[config.mk]
export PLATFORM = sky130hd
export DESIGN_NAME = flash_erase_seq
export DESIGN_NICKNAME = d
export VERILOG_FILES = /design/src/rtl/flash_erase_pkg.sv /design/src/rtl/erase_wait_timer.sv /design/src/rtl/erase_attempt_ctr.sv /design/src/rtl/flash_erase_seq.sv
export SDC_FILE = /design/constraint.sdc
export NUM_CORES = 1
export LEC_CHECK = 0
export BUFFER_PORTS_ARGS = -buffer_cell sky130_fd_sc_hd__buf_2
export CAP_MARGIN = 10
export CELL_PAD_IN_SITES_DETAIL_PLACEMENT = 1
export CELL_PAD_IN_SITES_GLOBAL_PLACEMENT = 1
export CORE_MARGIN = 1
export CORE_UTILIZATION = 31
export CTS_CLUSTER_SIZE = 24
export DETAILED_ROUTE_END_ITERATION = 12
export PLACE_DENSITY = 0.78
export SYNTH_ARGS = -nofsm -noshare
export SYNTH_HDL_FRONTEND = slang
export SYNTH_SLANG_ARGS = --single-unit
[constraint.sdc]
create_clock -name clk -period 2.2 [get_ports clk]
set_input_delay 0.11 -clock clk [delete_from_list [all_inputs] [get_ports clk]]
set_output_delay 0.11 -clock clk [all_outputs]
set_load 0.01 [all_outputs]
[src/rtl/flash_erase_pkg.sv]
package flash_erase_pkg;

  localparam int CTRL_W     = 16;
  localparam int BIT_WE     = 0;
  localparam int BIT_GO     = 1;
  localparam int BIT_BUSY   = 2;
  localparam int BIT_VFAULT = 3;

  typedef enum logic [3:0] {
    S_IDLE, S_ERASE, S_POLL, S_VCHK, S_READ1,
    S_WAIT, S_READ2, S_CMP, S_EXIT
  } seq_state_e;

  typedef enum logic [1:0] {
    RES_OK         = 2'b00,
    RES_VFAULT     = 2'b01,
    RES_UNERASABLE = 2'b10
  } seq_result_e;

endpackage

[src/rtl/erase_wait_timer.sv]
module erase_wait_timer #(
  parameter int WAIT_CYC = 100,
  localparam int CNT_W   = $clog2(WAIT_CYC + 1)
) (
  input  logic clk,
  input  logic rst,
  input  logic load,
  input  logic run,
  output logic last
);
  logic [CNT_W-1:0] cnt;

  always_ff @(posedge clk) begin
    if (rst)                  cnt <= '0;
    else if (load)            cnt <= CNT_W'(WAIT_CYC - 1);
    else if (run && cnt != 0) cnt <= cnt - 1'b1;
  end

  assign last = (cnt == CNT_W'(1));

  // a load always starts the window at its full length
  a_r4_timer_load: assert property (@(posedge clk) disable iff (rst)
    load |=> (cnt == CNT_W'(WAIT_CYC - 1)));
endmodule

[src/rtl/erase_attempt_ctr.sv]
module erase_attempt_ctr #(
  parameter int MAX_ATTEMPTS = 16,
  localparam int CNT_W       = $clog2(MAX_ATTEMPTS + 1)
) (
  input  logic clk,
  input  logic rst,
  input  logic load,
  input  logic dec,
  output logic last
);
  logic [CNT_W-1:0] cnt;

  always_ff @(posedge clk) begin
    if (rst)                 cnt <= '0;
    else if (load)           cnt <= CNT_W'(MAX_ATTEMPTS);
    else if (dec && cnt != 0) cnt <= cnt - 1'b1;
  end

  assign last = (cnt == CNT_W'(1));

  // a mismatch costs exactly one attempt
  a_r5_dec_by_one: assert property (@(posedge clk) disable iff (rst)
    (dec && !load && cnt != 0) |=> (cnt == $past(cnt) - 1'b1));
  // without a mismatch or a start the count never moves
  a_r6_hold_on_pass: assert property (@(posedge clk) disable iff (rst)
    (!dec && !load) |=> $stable(cnt));
endmodule

[src/rtl/flash_erase_seq.sv]
module flash_erase_seq
  import flash_erase_pkg::*;
#(
  parameter int ADDR_W       = 12,
  parameter int BANK_BASE    = 0,
  parameter int BANK_LIMIT   = 255,
  parameter int CLK_HZ       = 25_000_000,
  parameter int MAX_ATTEMPTS = 16,
  localparam int WAIT_CYC    = CLK_HZ / 250_000
) (
  input  logic              clk,
  input  logic              rst,
  input  logic              start,
  input  logic              supply_ok,
  input  logic [CTRL_W-1:0] ctrl_rdata,
  input  logic [15:0]       rd_data,
  output logic              busy,
  output logic              done,
  output logic [1:0]        result,
  output logic              ctrl_we,
  output logic [CTRL_W-1:0] ctrl_wdata,
  output logic              rd_en,
  output logic [ADDR_W-1:0] rd_addr
);
  localparam logic [ADDR_W-1:0] BASE_A  = ADDR_W'(BANK_BASE);
  localparam logic [ADDR_W-1:0] LIMIT_A = ADDR_W'(BANK_LIMIT);

  seq_state_e st, nxt;
  logic [ADDR_W-1:0] ptr;
  seq_result_e res_q;
  logic tmr_last, att_last, word_ok, at_limit, st_busy, st_fault;
  logic unused_stat_bits;

  assign word_ok          = (rd_data == 16'hFFFF);
  assign at_limit         = (ptr == LIMIT_A);
  assign st_busy          = ctrl_rdata[BIT_BUSY];
  assign st_fault         = ctrl_rdata[BIT_VFAULT];
  assign unused_stat_bits = ^ctrl_rdata;

  erase_wait_timer #(.WAIT_CYC(WAIT_CYC)) u_timer (
    .clk(clk), .rst(rst), .load(st == S_READ1), .run(st == S_WAIT), .last(tmr_last)
  );

  erase_attempt_ctr #(.MAX_ATTEMPTS(MAX_ATTEMPTS)) u_attempts (
    .clk(clk), .rst(rst), .load(st == S_IDLE && start),
    .dec(st == S_CMP && !word_ok), .last(att_last)
  );

  always_comb begin
    nxt = st;
    unique case (st)
      S_IDLE:  if (start) nxt = S_ERASE;
      S_ERASE: nxt = S_POLL;
      S_POLL:  if (!st_busy) nxt = S_VCHK;
      S_VCHK:  if (st_fault) nxt = supply_ok ? S_ERASE : S_EXIT;
               else          nxt = S_READ1;
      S_READ1: nxt = S_WAIT;
      S_WAIT:  if (tmr_last) nxt = S_READ2;
      S_READ2: nxt = S_CMP;
      S_CMP:   if (word_ok) nxt = at_limit ? S_EXIT : S_READ1;
               else         nxt = att_last ? S_EXIT : S_ERASE;
      S_EXIT:  nxt = S_IDLE;
      default: nxt = S_IDLE;
    endcase
  end

  always_ff @(posedge clk) begin
    if (rst) begin
      st         <= S_IDLE;
      ptr        <= BASE_A;
      res_q      <= RES_OK;
      busy       <= 1'b0;
      done       <= 1'b0;
      ctrl_we    <= 1'b0;
      ctrl_wdata <= '0;
      rd_en      <= 1'b0;
    end else begin
      st         <= nxt;
      busy       <= (nxt != S_IDLE);
      done       <= (nxt == S_EXIT);
      ctrl_we    <= (nxt == S_ERASE) || (nxt == S_EXIT);
      ctrl_wdata <= '0;
      if (nxt == S_ERASE) begin
        ctrl_wdata[BIT_WE] <= 1'b1;
        ctrl_wdata[BIT_GO] <= 1'b1;
      end
      rd_en <= (nxt == S_READ1) || (nxt == S_READ2);

      if (st == S_IDLE && start) ptr <= BASE_A;
      if (st == S_CMP) begin
        if (word_ok && !at_limit) ptr <= ptr + 1'b1;
        else if (!word_ok)        ptr <= BASE_A;
      end

      if (st == S_VCHK && st_fault && !supply_ok) res_q <= RES_VFAULT;
      if (st == S_CMP && word_ok && at_limit)     res_q <= RES_OK;
      if (st == S_CMP && !word_ok && att_last)    res_q <= RES_UNERASABLE;
    end
  end

  assign rd_addr = ptr;
  assign result  = res_q;

  // start from idle produces an erase command right away
  a_r1_start_launches: assert property (@(posedge clk) disable iff (rst)
    (st == S_IDLE && start) |=> (busy && ctrl_we && ctrl_wdata[BIT_GO]));
  // no flash read while the array reports busy
  a_r2_hold_while_busy: assert property (@(posedge clk) disable iff (rst)
    (st == S_POLL && st_busy) |=> !rd_en);
  // the second read of a pair uses the same address as the first
  a_r4_same_addr: assert property (@(posedge clk) disable iff (rst)
    (st == S_READ2) |-> (rd_en && $stable(rd_addr)));
  // exit clears write enable together with done
  a_r8_done_clears_we: assert property (@(posedge clk) disable iff (rst)
    done |-> (ctrl_we && !ctrl_wdata[BIT_WE]));
  // done is a single-cycle pulse
  a_r8_done_single: assert property (@(posedge clk) disable iff (rst)
    done |=> !done);
endmodule

## Yosys cells after proc, flatten, opt, wreduce, memory -nomap -nowiden

Cells that the tools add are included.

- Equality and inequality tests: 15
- Add/sub/neg operators: 3
- Reductions and logical operators: 25
- Mux-type cells: 21

Operator list:

| operator | count |
|---|---|
| $mux 12 | 4 |
| $mux 4 | 8 |
| $pmux 4 s8 | 1 |
| $eq 4x3->1 const B | 6 |
| $eq 16x16->1 const B | 1 |
| $mux 7 | 2 |
| $add 12x1->12 const B | 1 |
| $eq 12x8->1 const B | 1 |
| $logic_and 1x1->1 | 10 |
| $mux 5 | 2 |
| $eq 4x1->1 const B | 2 |
| $eq 4x2->1 const B | 2 |
| $mux 2 | 4 |
| $eq 7x1->1 const B | 1 |
| $reduce_bool 7->1 | 1 |
| $sub 7x1->7 const B | 1 |
| $eq 5x1->1 const B | 1 |
| $reduce_bool 5->1 | 1 |
| $sub 5x1->5 const B | 1 |
| $eq 4x4->1 const B | 1 |
| $logic_not 4->1 | 1 |
| $reduce_bool 2->1 | 2 |
| $reduce_bool 4->1 | 1 |
| $reduce_or 2->1 | 2 |
| other kinds (4) | 7 |

- Bits of input ports: 36
- Flip-flop bits (word level): 50
- Logic and storage cells: 78

## Logic depth before layout (Yosys ltp)

Gate-level depths: netlist (run 1).

- Word-level depth: 6
- Mapped depth: 8

## By module

From an unflattened synthesis (run 1), not the netlist that was laid out.

- Cells, all modules: 237
- Area total of the unflattened synthesis: 2042.0 sq um

By module, submodules not included:

| module | area each (sq um) | sequential area each (sq um) | cells an instance | instances |
|---|---|---|---|---|
| flash_erase_seq | 1332.5 | 460.4 | 158 | 1 |
| erase_wait_timer | 424.2 | 140.1 | 48 | 1 |
| erase_attempt_ctr | 285.3 | 100.1 | 31 | 1 |

## Least setup slack after synthesis (run 1)

Ideal clock, no wire load.

- Path type: reg-to-reg
- From: register ptr[0] (netlist: rd_addr[0])
- To: register ctrl_wdata[0]
- Data required time: 2104 ps
- Arrival: 1748 ps
- Cell stages (with the launch flop): 8
- Setup slack: 356 ps
- Setup time: 96 ps
- Cell sequence: dfxtp_1 ha_1 and3_1 clkbuf_1 and3_1 o32a_1 nand2_1 nor4b_1

- Cells in the longest elaborated chain, start to end: 6

Ends and longest elaborated chain:

| item | RTL line | text |
|---|---|---|
| start: declaration | flash_erase_seq.sv:29 | `logic [ADDR_W-1:0] ptr;` |
| start signal: assignment | flash_erase_seq.sv:91 | `if (word_ok && !at_limit) ptr <= ptr + 1'b1;` |
| $eq 12x8->1 | flash_erase_seq.sv:35 | `assign at_limit = (ptr == LIMIT_A);` |
| $mux 4 (2 in a row) | flash_erase_seq.sv:60 | `S_CMP: if (word_ok) nxt = at_limit ? S_EXIT : S_READ1;` |
| $pmux 4 s8 | flash_erase_seq.sv:51 | `unique case (st)` |
| $eq 4x1->1 | flash_erase_seq.sv:83 | `if (nxt == S_ERASE) begin` |
| $mux 2 | flash_erase_seq.sv:83 |  |
| end signal: assignment | flash_erase_seq.sv:82 | `ctrl_wdata <= '0;` |
| end signal: indexed assignment | flash_erase_seq.sv:84 | `ctrl_wdata[BIT_WE] <= 1'b1;` |
| end signal: indexed assignment | flash_erase_seq.sv:85 | `ctrl_wdata[BIT_GO] <= 1'b1;` |
| end: declaration | flash_erase_seq.sv:21 | `output logic [CTRL_W-1:0] ctrl_wdata,` |

Every way passes these cells.
A chain may end at the register's enable or synchronous reset.

## Worst setup path in the final report (run 1)

- From: register ptr[0] (netlist: rd_addr[0])
- To: register ptr[11] (netlist: rd_addr[11])

- Cells in the longest elaborated chain, start to end: 5
- Elaborated cells on any way between the ends: 6
- Classes of those cells: add/sub (1); eq/ne (1); mux (2); reduce/logical (2)

Ends and longest elaborated chain:

| item | RTL line | text |
|---|---|---|
| branches (longest 3 deep; another with $add 12x1->12) | -- |  |
| $mux 12 * | flash_erase_seq.sv:91 |  |
| $mux 12 * | flash_erase_seq.sv:90 | `if (st == S_CMP) begin` |

Every way passes the cells marked *.

==> results.yml, run 1 <==
status:
  run_status: "finished, final reports clean"
layout:
  antenna_cells: 0
  nNetsFinal: 323
  area_growth_pct: 17.6
  number_of_fill_cells_in_the_layout: 793
  ff_latch_area_sq_um: 701
  drive_above_1_share: 0.238
  area_of_combinational_cells_with_multiple_inputs_sq_um: 1190
sta:
  setup-tns-final_ps: 0
  final.min_clock_period_ps: 1950
  finClkSkew_ps: 5.85
  whs_ps: 243
  grt_setup_unrepaired: "no"
  rel_slew_slack: 0.573
  fin_worst_setup_slack_ps: 248
  max_freq_mhz: 512
  drv_slew: 0
  finalHoldViolCount: 0
  final_setup_viols: 0
  final_min_period_over_clock_period: 0.887
  tightest_slew_ps: 640
global_routing:
  first_global_vias: 1762
  initial_antenna_violation_count: 0
  gr-max-usage-layer: "met2"
  grt_start_max_net_pins: 36
  grt_use_total: 0.153
  grt.met3_usage: 0.0404
  grt_overflow_total: 0
  global_route.usage.met2: 0.261
  grt_pass1_wl_mm: 7.90
  grtUsageMet1: 0.179
pwr:
  power_frac_comb: 0.109
  p_leak_uw: 0.000943
  proportion_of_total_power_due_to_net_switching: 0.255
  switchingPower_uw: 341
  seq_power_share: 0.499
  intPower_uw: 994
  post-layout-total-power_uw: 1330
  power_density_nw_per_um2: 561
  power.clock.fraction: 0.393
  max-vdd-ir-drop_mv: 0.275
setup_path:
  crit_path_cell_trace: "ha_1 > and3_1 > and3_1 > nor3_4 > a41oi_1 > a211oi_1"
  critPathMaxStageDelay_ps: 430
  end_kind: "register"
  ff2ff_setup_slack_ps: 250
  r2r_cells: 6
  critical_path.most_common_cell: "and3_1"
  critical-path-slowest-cell: "nor3_4"
  crit_path_max_fanout: 11
  r2r-start: "rd_addr[0]"
  classification_of_the_worst_setup_path: "register to register"
  worst-endpoint-required_ps: 2410
  worstPathArrival_ps: 2160
  start_kind: "register"
  crit-reg2reg-capture: "rd_addr[11]"
clock_network:
  cts_hold_buffers: 0
  number_of_h_tree_levels: 2
  clock_tree.buffer_depth: 2
  clock_insertion_delay_worst_skew_ps: 290
  clk_pin_slew_ps: 70
  clock-sinks: 35
  postCtsSetupRepairBufs: 0
  post_cts_resized: 0
  cts_root_buf: "clkbuf_8"
  cts-buffers-inserted: 5
  cts_tree: "built"
routing:
  wl_per_cell_microns: 13.6
  routed_wl_mm: 4.86
  drtAntennaViolNets: 0
  violation_count_after_the_first_detailed_route_iteration: 61
  num_vias: 1865
  drcViolationCount: 0
  first_pass_iters: 4
  via_per_inst: 5.21
synthesis:
  ys.flop_type: "dfxtp_1"
  synth.lib_cells_used.distinct: 55
  synthMostInstantiatedCell: "dfxtp_1"
  async_reset_ff_frac: 0
  synth_top_area_cell: "dfxtp_1"
  netlist.area_leader.share: 0.346
  netlist_top_cells_area: "dfxtp_1 (35%), buf_4 (5.9%), nand3_1 (5.7%)"
  post_synth_inst_count: 234
  synth-edff-count: 0
  netlist_top_cells_count: "dfxtp_1 (35), nand3_1 (23), nor2_1 (17)"
  syn-cell-area_sq_um: 2020
  synth_area_per_cell_sq_um: 8.65
  yosysWarningCount: 0
  synth_seq_area_share: 0.346
  yosys_register_bits: 35
place:
  hpwl_mm: 3.54
  routabilityCongestion: 0.765
  dpl_worst_slack_ps: 259
  port_buffers: 41
floorplanning:
  core_area_sq_um: 6310
  row_count: 29
  floorplan.die.height_microns: 82.8
  die_outline_width_microns: 82.8
  starting_density_of_the_core: 0.320
  count_of_boundary_i_o_pins: 70
  fp.dieArea_sq_um: 6850
min_path:
  holdCritPathClass: "input pin to register"
  holdPathEnd: "rd_en"
  min_from: "supply_ok"
  hold_path_stages: 4
run:
  number_of_max_cap_violations: 0
[placed cells by master (no fill, tap or decap), drive strengths merged, types with 7 or more instances in the layout]
| master | Yosys | final |
|---|---|---|
| conb | 1 | 14 |
| nor3 | 12 | 12 |
| nand3 | 24 | 24 |
| nand2 | 8 | 8 |
| dfxtp | 35 | 35 |
| ha | 7 | 7 |
| nand4 | 9 | 9 |
| clkbuf | 5 | 8 |
| a21oi | 9 | 9 |
| nor2 | 18 | 18 |
| buf | 18 | 49 |
| inv | 8 | 8 |
[registers in the layout (all words and copies together), names as in the netlist]
signal,count
done,1
result,2
rd_en,1
ctrl_wdata,1
u_attempts.cnt,5
rd_addr,12
st,4
busy,1
ctrl_we,1
u_timer.cnt,7
[layer usage]
metal / wire length [microns] / up-vias
met1: 2220 / 880
met3: 251 / 5
li1: - / 925
met4: 74 / 0
met5: 0 / -
met2: 2310 / 55
[power by group through the flow]
| stage | logic (uW) | registers (uW) | clock network, uW |
|---|---|---|---|
| after floorplan | 116 | 681 | 0 |
| after global placement | 144 | 679 | 0 |
| after detailed placement | 146 | 680 | 0 |
| after CTS | 147 | 665 | 544 |
| after global routing | 165 | 668 | 571 |
| final | 145 | 666 | 524 |
[logic make-up after synthesis]
kind of cell,after synthesis,share of synthesized area
simple gates,110,0.322
compound gates,39,0.147
flops,35,0.346
buf+inv,31,0.0909
xor+xnor,9,0.0390
fa+ha+maj,7,0.0433
mux,2,0.00990
other cells,1,0.00185
[critical path: cells and delay by family (launching register included)]
kind                       cells  cell delay (ps)
DFF                            1              360
and+or+nand+nor                3              850
adders and majority gates      1              240
AOI/OAI and AO/OA              2              420
[worst max-delay path by stage]
stage                           from                 to  slack, ps  cells past startpoint
after global routing           st[2]  u_attempts.cnt[1]         80                      5
after CTS                      st[2]  u_attempts.cnt[4]        240                      5
after floorplan           rd_addr[0]      ctrl_wdata[0]        360                      7
after global placement    rd_addr[9]         rd_addr[5]        310                      7
after detailed placement       st[2]  u_attempts.cnt[4]        260                      5
final                     rd_addr[0]        rd_addr[11]        250                      6
[layout make-up]
type / count / area share
Multi-Input combinational cell: 181 / 0.499
Sequential cell: 35 / 0.294
Timing Repair Buffer: 49 / 0.111
Clock buffer: 8 / 0.0421
Tap cell: 77 / 0.0405
Inverter: 8 / 0.0126
[stage by stage]
| step | area [sq um] | std cells | utilization |
|---|---|---|---|
| floorplan | 2070 | 247 | - |
| global placement | 2280 | 350 | 0.361 |
| detailed placement | 2280 | 350 | 0.361 |
| CTS | 2380 | 358 | 0.377 |
| global route | 2380 | 358 | 0.377 |
| finish | 2380 | 358 | 0.377 |
No activity file was read; power rests on OpenSTA's default activity.
==> inputs of run 2 (changes only) <==
CELL_PAD_IN_SITES_DETAIL_PLACEMENT = 0   (was 1)
SKIP_LAST_GASP = 1   (was not set)
==> results.yml, run 2 (synthesis gave the netlist of run 1 again) <==
status:
  run_status: "finished, final reports clean"
floorplanning:
  core_area_sq_um: 6310
  count_of_boundary_i_o_pins: 70
  fp.dieArea_sq_um: 6850
  starting_density_of_the_core: 0.320
  row_count: 29
  die_outline_width_microns: 82.8
  floorplan.die.height_microns: 82.8
pwr:
  seq_power_share: 0.441
  max-vdd-ir-drop_mv: 0.282
  proportion_of_total_power_due_to_net_switching: 0.231
  power_density_nw_per_um2: 624
  power_frac_comb: 0.096
  intPower_uw: 1160
  power.clock.fraction: 0.464
  p_leak_uw: 0.000956
  switchingPower_uw: 348
sta:
  finalHoldViolCount: 0
  whs_ps: 234
  final_setup_viols: 0
  tightest_slew_ps: 660
  max_freq_mhz: 516
  rel_slew_slack: 0.560
  grt_setup_unrepaired: "no"
  drv_slew: 0
  finClkSkew_ps: 7.99
  setup-tns-final_ps: 0
  final.min_clock_period_ps: 1940
  final_min_period_over_clock_period: 0.881
layout:
  area_of_combinational_cells_with_multiple_inputs_sq_um: 1190
  area_growth_pct: 19.4
  drive_above_1_share: 0.242
  nNetsFinal: 323
  antenna_cells: 0
  number_of_fill_cells_in_the_layout: 665
  postLayoutCoreUtil: 0.383
  most_common_cell_after_layout_fill_and_taps_aside: "buf_2"
  layout.cells.most_common_list: "buf_2 (41), dfxtp_1 (35), nand3_1 (23), nor2_1 (17), conb_1 (14)"
  ff_latch_area_sq_um: 701
  largest_register_ffs: 12
clock_network:
  clk_pin_slew_ps: 80
  cts_tree: "built"
  clock_insertion_delay_worst_skew_ps: 290
  post_cts_resized: 0
  clock-sinks: 35
  cts_root_buf: "clkbuf_8"
  clock_tree.buffer_depth: 2
  number_of_h_tree_levels: 2
  cts-buffers-inserted: 5
  postCtsSetupRepairBufs: 0
  cts_hold_buffers: 0
setup_path:
  critical_path.most_common_cell: "nand3_1"
  crit_path_max_fanout: 9
  ff2ff_setup_slack_ps: 260
  worstPathBufferInverterCount: 1
  critPathMaxStageDelay_ps: 420
  crit_family: "compound AO/OA/AOI/OAI gates"
  classification_of_the_worst_setup_path: "register to register"
  end_kind: "register"
  start_kind: "register"
  worst-endpoint-required_ps: 2420
  crit_path_cell_trace: "ha_1 > and3_1 > nand3_1 > o21ai_2 > buf_4 > nand3_1 > a31oi_1"
  critical-path-slowest-cell: "o21ai_2"
  worstPathArrival_ps: 2150
routing:
  first_pass_iters: 4
  drtAntennaViolNets: 0
  routed_wl_mm: 4.35
  wl_per_cell_microns: 12.2
  drcViolationCount: 0
  via_per_inst: 5.06
  violation_count_after_the_first_detailed_route_iteration: 116
  num_vias: 1811
place:
  port_buffers: 41
  hpwl_mm: 3.13
  routabilityCongestion: 0.765
global_routing:
  grt_overflow_total: 0
  grt_use_total: 0.136
  grt_start_max_net_pins: 36
  initial_antenna_violation_count: 0
  first_global_vias: 1529
  grt_pass1_wl_mm: 7.04
min_path:
  holdCritPathClass: "input pin to register"
run:
  number_of_max_cap_violations: 0
[run 2: changes by cell type in the layout (fill, tap and decap cells not counted), sizes merged]
cell      previous run  this run
clkbuf               8         5
bufinv               0         2
clkinvlp             0         1
[run 2: path summary, 6_finish.rpt]
check             startpoint         end  cells past startpoint
setup reg to reg  rd_addr[0]  rd_addr[7]                      7
hold reg to reg    result[0]   result[0]                      2
hold / removal     supply_ok       rd_en                      4
setup / recovery  rd_addr[0]  rd_addr[7]                      7
[run 2: power by group through the flow]
stage / Sequential (uW) / Combinational, uW / Clock (uW)
6_report: 664 / 144 / 699
5_1_grt: 667 / 165 / 747
4_1_cts: 665 / 145 / 720
3_5_place_dp: 680 / 145 / 0
3_3_place_gp: 679 / 144 / 0
2_1_floorplan: 681 / 116 / 0
[run 2: through the flow]
| step | worst slack [ps] | instance area (sq um) | instances | total power (uW) |
|---|---|---|---|---|
| 6_report | 262 | 2420 | 358 | 1510 |
| 5_1_grt | 83.5 | 2420 | 358 | 1580 |
| 4_1_cts | 248 | 2420 | 358 | 1530 |
| 3_5_place_dp | 259 | 2280 | 350 | 825 |
| 3_3_place_gp | 310 | 2280 | 350 | 823 |
| 2_1_floorplan | 356 | 2070 | 247 | 797 |
[run 2: metal layers]
layer,share of wire,global-route usage,vias up
met4,0.015,0.0569,0
met5,0,0,-
met1,0.49,0.171,825
met2,0.45,0.224,50
met3,0.048,0.0295,6
li1,-,-,930
[run 2: worst register-to-register path: cells and delay by family, from the launching register on]
kind                       cells  cell delay (ps)
AOI/OAI and AO/OA              2              600
and+or+nand+nor                3              440
DFF                            1              410
adders and majority gates      1              220
buffers and inverters          1              200
[run 2: final cells by class]
cell class,count,share of cell area
clock buffer,5,0.0285
clock inverter,3,0.0280
inverter,8,0.0124
multi-input combinational,181,0.491
sequential,35,0.290
tap,77,0.0399
timing repair buffer,49,0.110
==> inputs of run 3 (changes only) <==
PLACE_DENSITY = 0.67   (was 0.78)
==> results.yml, run 3 (synthesis gave the netlist of run 1 again) <==
status:
  run_status: "finished, final reports clean"
sta:
  tightest_slew_ps: 659
  max_freq_mhz: 531
  finalHoldViolCount: 0
  final_setup_viols: 0
  final_min_period_over_clock_period: 0.856
  setup-tns-final_ps: 0
  final.min_clock_period_ps: 1880
  rel_slew_slack: 0.561
  drv_slew: 0
  grt_setup_unrepaired: "no"
  finClkSkew_ps: 8.81
layout:
  ff_latch_area_sq_um: 701
  final_design_area_no_fill_sq_um: 2340
  fin_cells: 355
  largest_register_ffs: 12
  layout.cells.most_common_list: "buf_2 (41), dfxtp_1 (35), nand3_1 (23), nor2_1 (17), conb_1 (14)"
  antenna_cells: 0
  area_growth_pct: 15.8
  drive_above_1_share: 0.230
  area_of_combinational_cells_with_multiple_inputs_sq_um: 1190
  number_of_fill_cells_in_the_layout: 693
  most_common_cell_after_layout_fill_and_taps_aside: "buf_2"
  nNetsFinal: 320
routing:
  via_per_inst: 5.06
  num_vias: 1795
  wl_per_cell_microns: 12.9
  routed_wl_mm: 4.57
  drtAntennaViolNets: 0
  violation_count_after_the_first_detailed_route_iteration: 77
  drcViolationCount: 0
  first_pass_iters: 4
clock_network:
  cts_hold_buffers: 0
  cts-buffers-inserted: 5
  clk_pin_slew_ps: 80
  postCtsSetupRepairBufs: 0
  cts_tree: "built"
  clock_insertion_delay_worst_skew_ps: 300
  post_cts_resized: 0
  clock-sinks: 35
  cts_root_buf: "clkbuf_8"
  clock_tree.buffer_depth: 2
  number_of_h_tree_levels: 2
pwr:
  intPower_uw: 929
  seq_power_share: 0.519
  max-vdd-ir-drop_mv: 0.212
  proportion_of_total_power_due_to_net_switching: 0.273
  p_leak_uw: 0.000919
  power_density_nw_per_um2: 546
  switchingPower_uw: 350
  power.clock.fraction: 0.368
  power_frac_comb: 0.113
setup_path:
  crit_path_max_fanout: 14
  worstPathArrival_ps: 2080
  crit_family: "simple AND/OR/NAND/NOR gates"
  start_kind: "register"
  classification_of_the_worst_setup_path: "register to register"
  critical-path-slowest-cell: "dfxtp_1"
  worstPathBufferInverterCount: 1
  end_kind: "register"
  crit_path_cell_trace: "ha_1 > and3_1 > and3_1 > nor3_4 > buf_4 > a41oi_1 > a211oi_1"
  worst-endpoint-required_ps: 2400
  critical_path.most_common_cell: "and3_1"
  critPathMaxStageDelay_ps: 360
place:
  routabilityCongestion: 0.740
  placed_cells_incl_taps: 347
  hpwl_mm: 3.22
  port_buffers: 41
  place_area_sq_um: 2260
floorplanning:
  row_count: 29
  fp.dieArea_sq_um: 6850
  starting_density_of_the_core: 0.320
  core_area_sq_um: 6310
  count_of_boundary_i_o_pins: 70
  die_outline_width_microns: 82.8
  floorplan.die.height_microns: 82.8
global_routing:
  grt_use_total: 0.150
  grt_overflow_total: 0
  grt_start_max_net_pins: 36
  grt_pass1_wl_mm: 7.73
  first_global_vias: 1668
  initial_antenna_violation_count: 0
run:
  number_of_max_cap_violations: 0
min_path:
  holdCritPathClass: "input pin to register"
-- run 3: cell types whose count changed in the layout (fill, tap and decap cells not counted), sizes merged --
cell and delta:
buf -3, bufinv -2, clkinv +1, clkbuf +1
-- run 3: power by group through the flow --
stage               logic (uW)  clock network (uW)  registers [uW]
detailed placement         145                   0             680
finish                     144                 470             664
CTS                        147                 491             664
global route               163                 521             667
global placement           146                   0             680
floorplan                  116                   0             681
-- run 3: layer usage --
metal  routed length [microns]  GRT usage  vias to the layer above
met4                        68     0.0569                        0
met1                      2260      0.191                      817
met2                      2010      0.244                       46
met3                       228     0.0361                        8
met5                         0          0                        -
li1                          -          -                      924
-- run 3: tightest hold or removal path, stage by stage --
cell and delay (ps):
buf_2 90, nand4_1 60, nand3_1 130, nor4_1 70
-- run 3: area by class of cell --
type,instances,area share
clock inverters,2,0.00534
clock buffers,6,0.0310
flip-flops and latches,35,0.299
multi-input cells,181,0.507
repair buffers,46,0.104
inverters,8,0.0128
well taps,77,0.0411
-- run 3: worst paths after layout --
path	cells after the start	startpoint	slack, ps	end
worst max-delay path	7	rd_addr[0]	320	rd_addr[11]
worst min-delay path	4	supply_ok	220	rd_en
worst max register to register	7	rd_addr[0]	320	rd_addr[11]
worst min register to register	2	result[0]	460	result[0]
-- run 3: metrics by stage --
stage	hold WS [ps]	util	setup WS, ps	power, uW
2_1_floorplan	363	-	356	797
3_3_place_gp	449	0.358	364	825
3_5_place_dp	458	0.358	348	825
4_1_cts	211	0.371	328	1300
5_1_grt	247	0.371	126	1350
6_report	218	0.371	318	1280
